File: config.mk
export PLATFORM = sky130hd
export DESIGN_NAME = adc_seq
export DESIGN_NICKNAME = d
export VERILOG_FILES = /design/src/rtl/adc_seq_pkg.sv /design/src/rtl/adc_seq_pick.sv /design/src/rtl/adc_seq_bank.sv /design/src/rtl/adc_seq_irq.sv /design/src/rtl/adc_seq.sv
export SDC_FILE = /design/constraint.sdc
export NUM_CORES = 1
export LEC_CHECK = 0
export ABC_AREA = 1
export CAP_MARGIN = 10
export CORE_MARGIN = 2
export CORE_UTILIZATION = 56
export DETAILED_ROUTE_END_ITERATION = 16
export DONT_BUFFER_PORTS = 1
export GPL_TIMING_DRIVEN = 0
export PLACE_DENSITY = 0.76
export SYNTH_ARGS = -nofsm -noshare
export SYNTH_HDL_FRONTEND = slang
export SYNTH_SLANG_ARGS = --single-unit
File: constraint.sdc
create_clock -name clk_i -period 1.5 [get_ports clk_i]
set_clock_uncertainty 0.1 [all_clocks]
set_input_delay 0.075 -clock clk_i [delete_from_list [all_inputs] [get_ports clk_i]]
set_output_delay 0.075 -clock clk_i [all_outputs]
set_load 0.02 [all_outputs]
File: src/rtl/adc_seq_pkg.sv
package adc_seq_pkg;
  typedef enum logic [2:0] {
    MODE_FIX_ONE  = 3'd0,
    MODE_FIX_RUN  = 3'd1,
    MODE_SCAN_ONE = 3'd2,
    MODE_SCAN_RUN = 3'd3,
    MODE_DUAL     = 3'd4
  } seq_mode_e;

  typedef enum logic {
    ST_IDLE = 1'b0,
    ST_CONV = 1'b1
  } seq_state_e;
endpackage

File: src/rtl/adc_seq_pick.sv
module adc_seq_pick #(
  parameter int N_CH = 4,
  parameter int CHW  = 2
) (
  input  logic [N_CH-1:0] mask_i,
  input  logic [CHW-1:0]  cur_i,
  output logic [CHW-1:0]  first_o,
  output logic [CHW-1:0]  next_o,
  output logic            has_next_o,
  output logic            any_o
);
  // downward walk leaves the lowest qualifying index
  always_comb begin
    first_o    = '0;
    next_o     = '0;
    has_next_o = 1'b0;
    for (int i = N_CH - 1; i >= 0; i--) begin
      if (mask_i[i]) begin
        first_o = CHW'(i);
        if (CHW'(i) > cur_i) begin
          next_o     = CHW'(i);
          has_next_o = 1'b1;
        end
      end
    end
  end

  assign any_o = |mask_i;
endmodule

File: src/rtl/adc_seq_bank.sv
module adc_seq_bank #(
  parameter int N_CH = 4,
  parameter int DW   = 8,
  parameter int CHW  = 2
) (
  input  logic             clk_i,
  input  logic             rst_ni,
  input  logic             wr_en_i,
  input  logic [CHW-1:0]   wr_slot_i,
  input  logic [DW-1:0]    wr_data_i,
  output logic [N_CH*DW-1:0] res_o
);
  logic [DW-1:0] slot_q [N_CH];

  for (genvar s = 0; s < N_CH; s++) begin : g_slot
    always_ff @(posedge clk_i or negedge rst_ni) begin
      if (!rst_ni) slot_q[s] <= '0;
      else if (wr_en_i && wr_slot_i == CHW'(s)) slot_q[s] <= wr_data_i;
    end
    assign res_o[s*DW +: DW] = slot_q[s];
  end

  a_r13_no_write_idle: assert property (@(posedge clk_i) disable iff (!rst_ni)
    !wr_en_i |=> $stable(res_o));
endmodule

File: src/rtl/adc_seq_irq.sv
module adc_seq_irq (
  input  logic clk_i,
  input  logic rst_ni,
  input  logic set_i,
  input  logic clr_i,
  output logic irq_o
);
  always_ff @(posedge clk_i or negedge rst_ni) begin
    if (!rst_ni)    irq_o <= 1'b0;
    else if (set_i) irq_o <= 1'b1;
    else if (clr_i) irq_o <= 1'b0;
  end

  a_r10_sticky: assert property (@(posedge clk_i) disable iff (!rst_ni)
    (irq_o && !clr_i) |=> irq_o);
  a_r10_set_wins: assert property (@(posedge clk_i) disable iff (!rst_ni)
    set_i |=> irq_o);
  a_r10_clear: assert property (@(posedge clk_i) disable iff (!rst_ni)
    (clr_i && !set_i) |=> !irq_o);
endmodule

File: src/rtl/adc_seq.sv
module adc_seq
  import adc_seq_pkg::*;
#(
  parameter int N_CH = 4,
  parameter int DW   = 8
) (
  input  logic                      clk_i,
  input  logic                      rst_ni,
  input  logic [2:0]                mode_i,
  input  logic [$clog2(N_CH)-1:0]   chan_i,
  input  logic [N_CH-1:0]           mask_i,
  input  logic [$clog2(N_CH)-1:0]   dual_a_i,
  input  logic [$clog2(N_CH)-1:0]   dual_b_i,
  input  logic                      irq_en_i,
  input  logic                      quad_irq_i,
  input  logic                      start_i,
  input  logic                      stop_i,
  input  logic                      irq_clr_i,
  output logic                      cvt_start_o,
  output logic [$clog2(N_CH)-1:0]   cvt_chan_o,
  input  logic                      cvt_done_i,
  input  logic [DW-1:0]             cvt_data_i,
  output logic [N_CH*DW-1:0]        res_o,
  output logic                      busy_o,
  output logic                      irq_o
);
  localparam int CHW = $clog2(N_CH);
  localparam logic [CHW-1:0] LAST_SLOT = CHW'(N_CH - 1);

  seq_state_e     state_q;
  seq_mode_e      mode_q, mode_in;
  logic [CHW-1:0] chan_q, dual_a_q, dual_b_q, cur_q, rot_q;
  logic [N_CH-1:0] mask_q, pick_mask;
  logic           ien_q, quad_q, phase_q, stop_q, cvt_start_q;

  logic [CHW-1:0] first_ch, next_ch, start_ch, upcoming, wr_slot;
  logic           has_next, mask_any, cfg_ok, accept, done_hit;
  logic           is_scan, last_in_pass, finish, irq_evt;

  assign mode_in   = seq_mode_e'(mode_i);
  assign pick_mask = (state_q == ST_IDLE) ? mask_i : mask_q;

  adc_seq_pick #(.N_CH(N_CH), .CHW(CHW)) i_pick (
    .mask_i    (pick_mask),
    .cur_i     (cur_q),
    .first_o   (first_ch),
    .next_o    (next_ch),
    .has_next_o(has_next),
    .any_o     (mask_any)
  );

  always_comb begin
    case (mode_in)
      MODE_FIX_ONE, MODE_FIX_RUN, MODE_DUAL: cfg_ok = 1'b1;
      MODE_SCAN_ONE, MODE_SCAN_RUN:          cfg_ok = mask_any;
      default:                               cfg_ok = 1'b0;
    endcase
    case (mode_in)
      MODE_SCAN_ONE, MODE_SCAN_RUN: start_ch = first_ch;
      MODE_DUAL:                    start_ch = dual_a_i;
      default:                      start_ch = chan_i;
    endcase
  end

  assign accept       = (state_q == ST_IDLE) && start_i && cfg_ok;
  assign done_hit     = (state_q == ST_CONV) && cvt_done_i;
  assign is_scan      = (mode_q == MODE_SCAN_ONE) || (mode_q == MODE_SCAN_RUN);
  assign last_in_pass = is_scan && !has_next;

  always_comb begin
    case (mode_q)
      MODE_FIX_ONE: wr_slot = chan_q;
      MODE_FIX_RUN: wr_slot = rot_q;
      MODE_DUAL:    wr_slot = CHW'(phase_q);
      default:      wr_slot = cur_q;
    endcase
    case (mode_q)
      MODE_FIX_ONE: irq_evt = ien_q;
      MODE_FIX_RUN: irq_evt = ien_q && quad_q && (rot_q == LAST_SLOT);
      MODE_DUAL:    irq_evt = ien_q && phase_q;
      default:      irq_evt = ien_q && last_in_pass;
    endcase
    case (mode_q)
      MODE_FIX_RUN: upcoming = chan_q;
      MODE_DUAL:    upcoming = phase_q ? dual_a_q : dual_b_q;
      default:      upcoming = last_in_pass ? first_ch : next_ch;
    endcase
  end

  assign finish = stop_q || stop_i || (mode_q == MODE_FIX_ONE) ||
                  ((mode_q == MODE_SCAN_ONE) && last_in_pass);

  always_ff @(posedge clk_i or negedge rst_ni) begin
    if (!rst_ni) begin
      state_q     <= ST_IDLE;
      mode_q      <= MODE_FIX_ONE;
      chan_q      <= '0;
      mask_q      <= '0;
      dual_a_q    <= '0;
      dual_b_q    <= '0;
      ien_q       <= 1'b0;
      quad_q      <= 1'b0;
      cur_q       <= '0;
      rot_q       <= '0;
      phase_q     <= 1'b0;
      stop_q      <= 1'b0;
      cvt_start_q <= 1'b0;
    end else begin
      cvt_start_q <= 1'b0;
      if (accept) begin
        state_q     <= ST_CONV;
        mode_q      <= mode_in;
        chan_q      <= chan_i;
        mask_q      <= mask_i;
        dual_a_q    <= dual_a_i;
        dual_b_q    <= dual_b_i;
        ien_q       <= irq_en_i;
        quad_q      <= quad_irq_i;
        cur_q       <= start_ch;
        rot_q       <= '0;
        phase_q     <= 1'b0;
        stop_q      <= 1'b0;
        cvt_start_q <= 1'b1;
      end else if (state_q == ST_CONV) begin
        if (stop_i) stop_q <= 1'b1;
        if (done_hit) begin
          rot_q   <= (rot_q == LAST_SLOT) ? '0 : rot_q + 1'b1;
          phase_q <= ~phase_q;
          if (finish) begin
            state_q <= ST_IDLE;
          end else begin
            cur_q       <= upcoming;
            cvt_start_q <= 1'b1;
          end
        end
      end
    end
  end

  adc_seq_bank #(.N_CH(N_CH), .DW(DW), .CHW(CHW)) i_bank (
    .clk_i    (clk_i),
    .rst_ni   (rst_ni),
    .wr_en_i  (done_hit),
    .wr_slot_i(wr_slot),
    .wr_data_i(cvt_data_i),
    .res_o    (res_o)
  );

  adc_seq_irq i_irq (
    .clk_i (clk_i),
    .rst_ni(rst_ni),
    .set_i (done_hit && irq_evt),
    .clr_i (irq_clr_i),
    .irq_o (irq_o)
  );

  assign cvt_start_o = cvt_start_q;
  assign cvt_chan_o  = cur_q;
  assign busy_o      = (state_q == ST_CONV);

  a_r1_single_ends: assert property (@(posedge clk_i) disable iff (!rst_ni)
    (busy_o && mode_q == MODE_FIX_ONE && cvt_done_i) |=> (!busy_o && !cvt_start_o));
  a_r8_stop_drains: assert property (@(posedge clk_i) disable iff (!rst_ni)
    (busy_o && (stop_q || stop_i) && cvt_done_i) |=> (!busy_o && !cvt_start_o));
  a_r8_req_pulse: assert property (@(posedge clk_i) disable iff (!rst_ni)
    cvt_start_o |=> !cvt_start_o);
  a_r9_bad_mode_idle: assert property (@(posedge clk_i) disable iff (!rst_ni)
    (!busy_o && start_i && mode_i > 3'd4) |=> (!busy_o && !cvt_start_o));
  a_r11_cfg_held: assert property (@(posedge clk_i) disable iff (!rst_ni)
    busy_o |=> ($stable(mode_q) && $stable(mask_q) && $stable(chan_q)));
  a_r6_scan_in_mask: assert property (@(posedge clk_i) disable iff (!rst_ni)
    (busy_o && cvt_start_o && (mode_q == MODE_SCAN_RUN || mode_q == MODE_SCAN_ONE))
      |-> mask_q[cvt_chan_o]);
endmodule

# After elaboration in Yosys (flattened, before gate mapping)
# Index checks and enable logic that the tools add are counted.
dict set report totals {
  romBits 0
  inputBits 29
  word_cells 121
  latchBits 0
  memories 0
  ramBits 0
  out_inout_bits 37
  reg_bits 56
}
dict set report op_classes {
  n_mul 0
  addsub 1
  mux 51
  n_lt_le_gt_ge 4
  eq_ne 13
  div_mod_pow 0
  n_reduce_logical 32
  n_bitwise 2
  n_shift 0
}
# op count
set ops {}
lappend ops {{two-way mux 2 bit} 22}
lappend ops {{two-way mux 1 bit} 23}
lappend ops {{logical AND 1 bit} 14}
lappend ops {{== test 3 x 2 -> 1 bit (second input constant)} 4}
lappend ops {{case mux 2 bit (2 select lines)} 2}
lappend ops {{nonzero test 2 bit} 4}
lappend ops {{== test 2 bit (second input constant)} 3}
lappend ops {{== test 3 x 1 -> 1 bit (second input constant)} 2}
lappend ops {{== test 3 bit (second input constant)} 2}
lappend ops {{zero test 3 bit} 2}
lappend ops {{case mux 2 bit (3 select lines)} 1}
lappend ops {{greater-than comparator 1 x 2 -> 1 bit (first input constant)} 2}
lappend ops {{greater-than comparator 2 bit (first input constant)} 2}
lappend ops {{logical OR 1 bit} 4}
lappend ops {{two-way mux 4 bit} 1}
lappend ops {{AND reduction 2 bit} 2}
lappend ops {{OR reduction 4 bit} 1}
lappend ops {{case mux 1 bit (3 select lines)} 1}
lappend ops {{AND reduction 3 bit} 1}
lappend ops {{OR reduction 3 bit} 1}
lappend ops {{adder 2 x 1 -> 2 bit (second input constant)} 1}
lappend ops {{== test 2 x 1 -> 1 bit (second input constant)} 1}
lappend ops {{zero test 2 bit} 1}
lappend ops {{inequality test 2 bit (second input constant)} 1}
lappend ops {{other kinds (4)} 5}

# Depth between registers and ports, before layout
dict set report logic_depth {
  depth_word 17
  ltp_mapped 12
  ltp_nobuf 12
}

# Hierarchy
# From an unflattened synthesis, not the netlist that was laid out.
dict set report hier_totals {
  cells_unflattened 344
  area_unflattened_um2 2895.3
}
# mod cells_per_inst seq_area_each_um2 area_each_um2 instances
set modules_own_cells {}
lappend modules_own_cells {adc_seq_bank 143 800.8 1436.4 1}
lappend modules_own_cells {adc_seq 176 575.6 1333.8 1}
lappend modules_own_cells {adc_seq_pick 20 0.0 85.1 1}
lappend modules_own_cells {adc_seq_irq 5 25.0 40.0 1}

# Worst setup path before layout
# OpenSTA, ideal clock, no wires.
dict set report synth_path {
  path_kind {register -> register}
  from {reg state_q (netlist: busy_o)}
  to {reg state_q (netlist: busy_o)}
  slack_ns -0.173
  t_arrival_ns 1.444
  required_time_ns 1.271
  setup_ns 0.129
  period_less_slack_ns 1.673
  path_stages_with_launch 10
  n_path_buf 3
  cell_sequence {dfrtp_1 -> buf_4 -> nand2_1 -> nand2_1 -> nor2_1 -> nand3_1 -> nand2_1 -> buf_4 -> buf_6 -> o21ai_0}
}
dict set report synth_via {
  elab_chain_cells 16
  elab_cells_between_ends 22
  classes_between {mux (13); bitwise (1); reduce/logical (8)}
}
# element line_no
set synth_rtl {}
lappend synth_rtl {{from (decl)} adc_seq.sv:30} ;# seq_state_e state_q;
lappend synth_rtl {{from (signal assigned)} adc_seq.sv:95} ;# state_q <= ST_IDLE;
lappend synth_rtl {{from (signal assigned)} adc_seq.sv:111} ;# state_q <= ST_CONV;
lappend synth_rtl {{from (signal assigned)} adc_seq.sv:130} ;# state_q <= ST_IDLE;
lappend synth_rtl {{two-way mux 4 bit} adc_seq.sv:41} ;# assign pick_mask = (state_q == ST_IDLE) ? mask_i : mask_q;
lappend synth_rtl {{two-way mux 1 bit} adc_seq_pick.sv:18} ;# if (mask_i[i]) begin
lappend synth_rtl {{two-way mux 1 bit} adc_seq_pick.sv:20} ;# if (CHW'(i) > cur_i) begin
lappend synth_rtl {{two-way mux 1 bit} adc_seq_pick.sv:18}
lappend synth_rtl {{two-way mux 1 bit} adc_seq_pick.sv:20}
lappend synth_rtl {{two-way mux 1 bit} adc_seq_pick.sv:18}
lappend synth_rtl {{two-way mux 1 bit} adc_seq_pick.sv:20}
lappend synth_rtl {{two-way mux 1 bit} adc_seq_pick.sv:18}
lappend synth_rtl {{zero test 1 bit} adc_seq.sv:68} ;# assign last_in_pass = is_scan && !has_next;
lappend synth_rtl {{logical AND 1 bit} adc_seq.sv:68}
lappend synth_rtl {{logical AND 1 bit} adc_seq.sv:91} ;# ((mode_q == MODE_SCAN_ONE) && last_in_pass);
lappend synth_rtl {{logical OR 1 bit} adc_seq.sv:90} ;# assign finish = stop_q || stop_i || (mode_q == MODE_FIX_ONE) ||
lappend synth_rtl {{two-way mux 1 bit} adc_seq.sv:129} ;# if (finish) begin
lappend synth_rtl {{two-way mux 1 bit} adc_seq.sv:126} ;# if (done_hit) begin
lappend synth_rtl {{two-way mux 1 bit} adc_seq.sv:124} ;# end else if (state_q == ST_CONV) begin
lappend synth_rtl {{two-way mux 1 bit (*)} adc_seq.sv:110} ;# if (accept) begin
# Every way passes the cells marked *; elsewhere a longest branch is shown, timed or not.
# A chain may end at the register's enable or synchronous reset.

# Worst setup path in the final report
dict set report layout_path {
  from {reg state_q (netlist: busy_o)}
  to {reg cur_q[1] (netlist: cvt_chan_o[1])}
}
dict set report layout_via {
  elab_chain_cells 16
  elab_cells_between_ends 40
  classes_between {eq/ne (1); mux (27); bitwise (1); reduce/logical (11)}
}
# element line_no
set layout_rtl {}
lappend layout_rtl {{two-way mux 4 bit} adc_seq.sv:41}
lappend layout_rtl {{two-way mux 1 bit} adc_seq_pick.sv:18}
lappend layout_rtl {{two-way mux 1 bit} adc_seq_pick.sv:20}
lappend layout_rtl {{two-way mux 1 bit} adc_seq_pick.sv:18}
lappend layout_rtl {{two-way mux 1 bit} adc_seq_pick.sv:20}
lappend layout_rtl {{two-way mux 1 bit} adc_seq_pick.sv:18}
lappend layout_rtl {{two-way mux 1 bit} adc_seq_pick.sv:20}
lappend layout_rtl {{two-way mux 1 bit} adc_seq_pick.sv:18}
lappend layout_rtl {{zero test 1 bit} adc_seq.sv:68}
lappend layout_rtl {{logical AND 1 bit} adc_seq.sv:68}
lappend layout_rtl {{two-way mux 2 bit} adc_seq.sv:86} ;# default: upcoming = last_in_pass ? first_ch : next_ch;
lappend layout_rtl {{case mux 2 bit (2 select lines)} adc_seq.sv:83} ;# case (mode_q)
lappend layout_rtl {{two-way mux 2 bit} adc_seq.sv:129}
lappend layout_rtl {{two-way mux 2 bit} adc_seq.sv:126}
lappend layout_rtl {{two-way mux 2 bit} adc_seq.sv:124}
lappend layout_rtl {{two-way mux 2 bit} adc_seq.sv:110}
lappend layout_rtl {{to (signal assigned)} adc_seq.sv:119} ;# cur_q <= start_ch;
lappend layout_rtl {{to (signal assigned)} adc_seq.sv:132} ;# cur_q <= upcoming;
lappend layout_rtl {{to (decl)} adc_seq.sv:32} ;# logic [CHW-1:0] chan_q, dual_a_q, dual_b_q, cur_q, rot_q;
# Parallel ways exist; a longest one is shown, timed or not. The select of a mux whose other input is x is not followed.

==> impl_results.md <==
- GP Congestion: 0.859
- Antenna-violating nets left: 0
- Worst r2r dst: cvt_chan_o[1]
- Placeable Area: 4660 um2
- Cts bufs inserted: 5
- PnR worst setup slack: -0.436 ns
- CTS Sinks: 56
- Starting DRT DRC Count: 369
- Post-synth net total: 361
- PD cells: 2240 nW/um2
- Post-synthesis sequential area ratio: 52.3%
- Routed via count: 2884
- Area growth syn-to-layout: 51.1%
- Antenna violations before repair: 0
- # setup viols final: 56
- Hold Vio Cnt, Final: 0
- Port Buffer Count: 0
- Starting density of the core: 57.4%
- Die width: 73.1 um
- Number of diodes: 0
- Top post-synthesis cells by count: nand2_1 (130), dfrtp_1 (56), inv_1 (31)
- Fraction of registers with async set/reset: 100%
- Ports: 66
- Area leader, netlist: dfrtp_1
- Register-to-register setup slack: -0.44 ns
- Vias per inst: 6.35
- Most common cell on crit path: nand2_2
- Slowest Stage Delay on Critical Path: 0.51 ns
- GR peak layer: met2
- Pins over their slew limit: 0
- Actual slew at the worst max-slew pin: 0.414 ns
- First-pass GRT wire length: 11.8 mm
- Cells on worst reg2reg path: 11
- Synth Cell Area: 2680 um2
- Fmax: 517 MHz
- Max VDD drop: 1.25 mV
- Setup crit start kind: register
- Final nets: 429
- Die area: 5350 um2
- Worst r2r src: busy_o
- Min-delay worst type: in -> reg
- Slowest CP cell: dfrtp_2
- Hold endpoint: cvt_chan_o[1]
- Clk root buf: clkbuf_8
- Hold Startpoint: dual_a_i[1]
- Chip height: 73.1 um
- Failing checks: negative setup slack
- Dpl hpwl: 4.08 mm
- Tcrit/Tclk final: 129%
- Vias in the first global route: 2412
- Total Routing Usage GR: 29.1%
- Multi-input logic area: 1550 um2
- Status: finished with violations
- H-tree levels: 2
- Top FF cell, synth: dfrtp_1
- Buf+Inv Stages, Crit Path: 2
- DRC: 0
- Met3 Usage GRT: 6.35%
- Wire per inst: 21.9 um
- Drt pass-1 iters: 7
- Slew headroom: 72.3%
- Insertion delay to the later sink of the worst-skew pair: 0.32 ns
- Path length in cells of the critical path: 11
- CP endpoint kind: register
- Reg clk slew, reported paths: 0.11 ns
- Filler cell count: 200
- Synth area leaders: dfrtp_1 (52%), nand2_1 (18%), o21ai_2 (4.9%)
- Cell Chain, Critical Path: buf_6, nand2_2, nand2_2, nor2_2, nand3_2, buf_4, a21oi_2, nand2_1, nand2_2, nand2_2, nand2_1
- # placed instances: 385
- Minimum clock period: 1.94 ns
- Post-route total power: 0.00906 W
- Setup CP Type: reg -> reg
- GR Layer Usage met1: 37.4%
- CP Max Fanout: 5
- Final std cells w/o fill: 454
- Synthesis Warnings: 0
- Worst hold path depth: 6
- Grt total ovfl: 0
- Share of layout cells above drive strength 1: 44.5%
- Largest net degree at the start of global routing: 57
- Synth Instances: 331
- CTS tree: built
- Clk buf depth: 2
- Yosys cell types: 23
- Register area: 1410 um2
- CP Data Arrival Time: 2.10 ns
- Post-synth top area share: 52.3%
- Global Route met2 Usage: 47.7%
- CP required: 1.67 ns
- Unrepaired setup endpoints after global routing: true
- Syn Area/Cell: 8.09 um2
- Cell with the most instances after synthesis: nand2_1
- Leak pwr: 1.99 nW
- Delay-heaviest family, CP: simple AND/OR/NAND/NOR gates
- Synthesis-stage register bit count: 56
- Final wirelength: 9.95 mm
- Post-synth EDFFs: 0
- Std cell rows: 25
- Worst hold margin: 0.0624 ns
- Max cap viols: 0
==> area by class of cell <==
| class | instances | share of cell area [%] |
|---|---|---|
| Timing Repair Buffer | 61 | 17.0 |
| Sequential cell | 56 | 34.7 |
| Multi-Input combinational cell | 232 | 38.2 |
| Clock buffer | 6 | 1.79 |
| Clock inverter | 2 | 0.402 |
| Tap cell | 54 | 1.67 |
| Inverter | 35 | 3.43 |
| Buffer | 8 | 2.72 |
==> flip-flops by register name, summed over array words and instances (netlist names), 2 cells and up <==
register,cells
dual_b_q,2
rot_q,2
i_bank.res_o,32
chan_q,2
mask_q,4
cvt_chan_o,2
mode_q,3
dual_a_q,2
==> layer usage <==
metal  up-vias  wire (um)
li1       1186          -
met1      1368       3730
met2       248       4550
met3        82        981
met4         0        684
met5         -          0
==> worst max-delay path by stage <==
| stage | start | end | slack, ns |
|---|---|---|---|
| detailed placement | mode_q[0] | i_bank.res_o[2] | -0.40 |
| global route | mode_q[1] | i_bank.res_o[31] | -0.46 |
| floorplan | mode_q[0] | i_bank.res_o[17] | -0.08 |
| finish | busy_o | cvt_chan_o[1] | -0.44 |
| global placement | mode_q[0] | i_bank.res_o[17] | -0.31 |
| CTS | mode_q[2] | i_bank.res_o[8] | -0.26 |
==> worst register-to-register path, stage by stage (launching register included) <==
cell and delay [ns]:
dfrtp_2 0.51, buf_6 0.18, nand2_2 0.07, nand2_2 0.09, nor2_2 0.17, nand3_2 0.12, buf_4 0.17, a21oi_2 0.18
nand2_1 0.12, nand2_2 0.09, nand2_2 0.04, nand2_1 0.05
==> cell families after synthesis <==
logic type	after synthesis	synth area share (%)
simple gates	175	26.6
compound gates	56	12.9
flops	56	52.3
buf+inv	43	7.76
fa+ha+maj	1	0.467
==> where the power goes <==
part	switching (W)	internal, W
sequential	0.00128	0.00219
clock	0.000533	0.000334
combinational	0.00275	0.00197
==> placed cells by master, fill, tap and decap left out, types with 3 or more instances in the layout <==
| master | count |
|---|---|
| nand2_1 | 70 |
| dfrtp_1 | 53 |
| nand2_2 | 41 |
| o21ai_2 | 31 |
| inv_1 | 28 |
| dlygate4sd3_1 | 27 |
| nand2_4 | 25 |
| buf_6 | 18 |
| buf_4 | 13 |
| o21ai_1 | 11 |
| nand3_1 | 11 |
| nor2_1 | 10 |
| nor2_4 | 9 |
| clkbuf_8 | 5 |
| inv_2 | 4 |
| buf_12 | 4 |
| inv_4 | 3 |
| nand3_2 | 3 |
| a21oi_1 | 3 |
| buf_8 | 3 |
| dfrtp_2 | 3 |
| clkbuf_16 | 3 |
==> metrics by stage <==
step	setup slack [ns]	utilization, %	area, um2	setup TNS, ns
finish	-0.436	86.8	4050	-18.38
global placement	-0.315	59.4	2770	-13.46
global route	-0.461	86.8	4050	-21.03
floorplan	-0.0847	-	2700	-2.60
CTS	-0.261	75.5	3520	-11.20
detailed placement	-0.395	59.4	2770	-16.08
==> what timing repair did <==
item,in CTS,in global routing
endpoints found under the hold margin,111,56
hold buffers,26,2
endpoints found under the setup margin,55,56
buffers inserted,16,12
pin swaps,14,27
cloned,5,3
resized for setup,66,107
(Power assumes the default switching activity.)
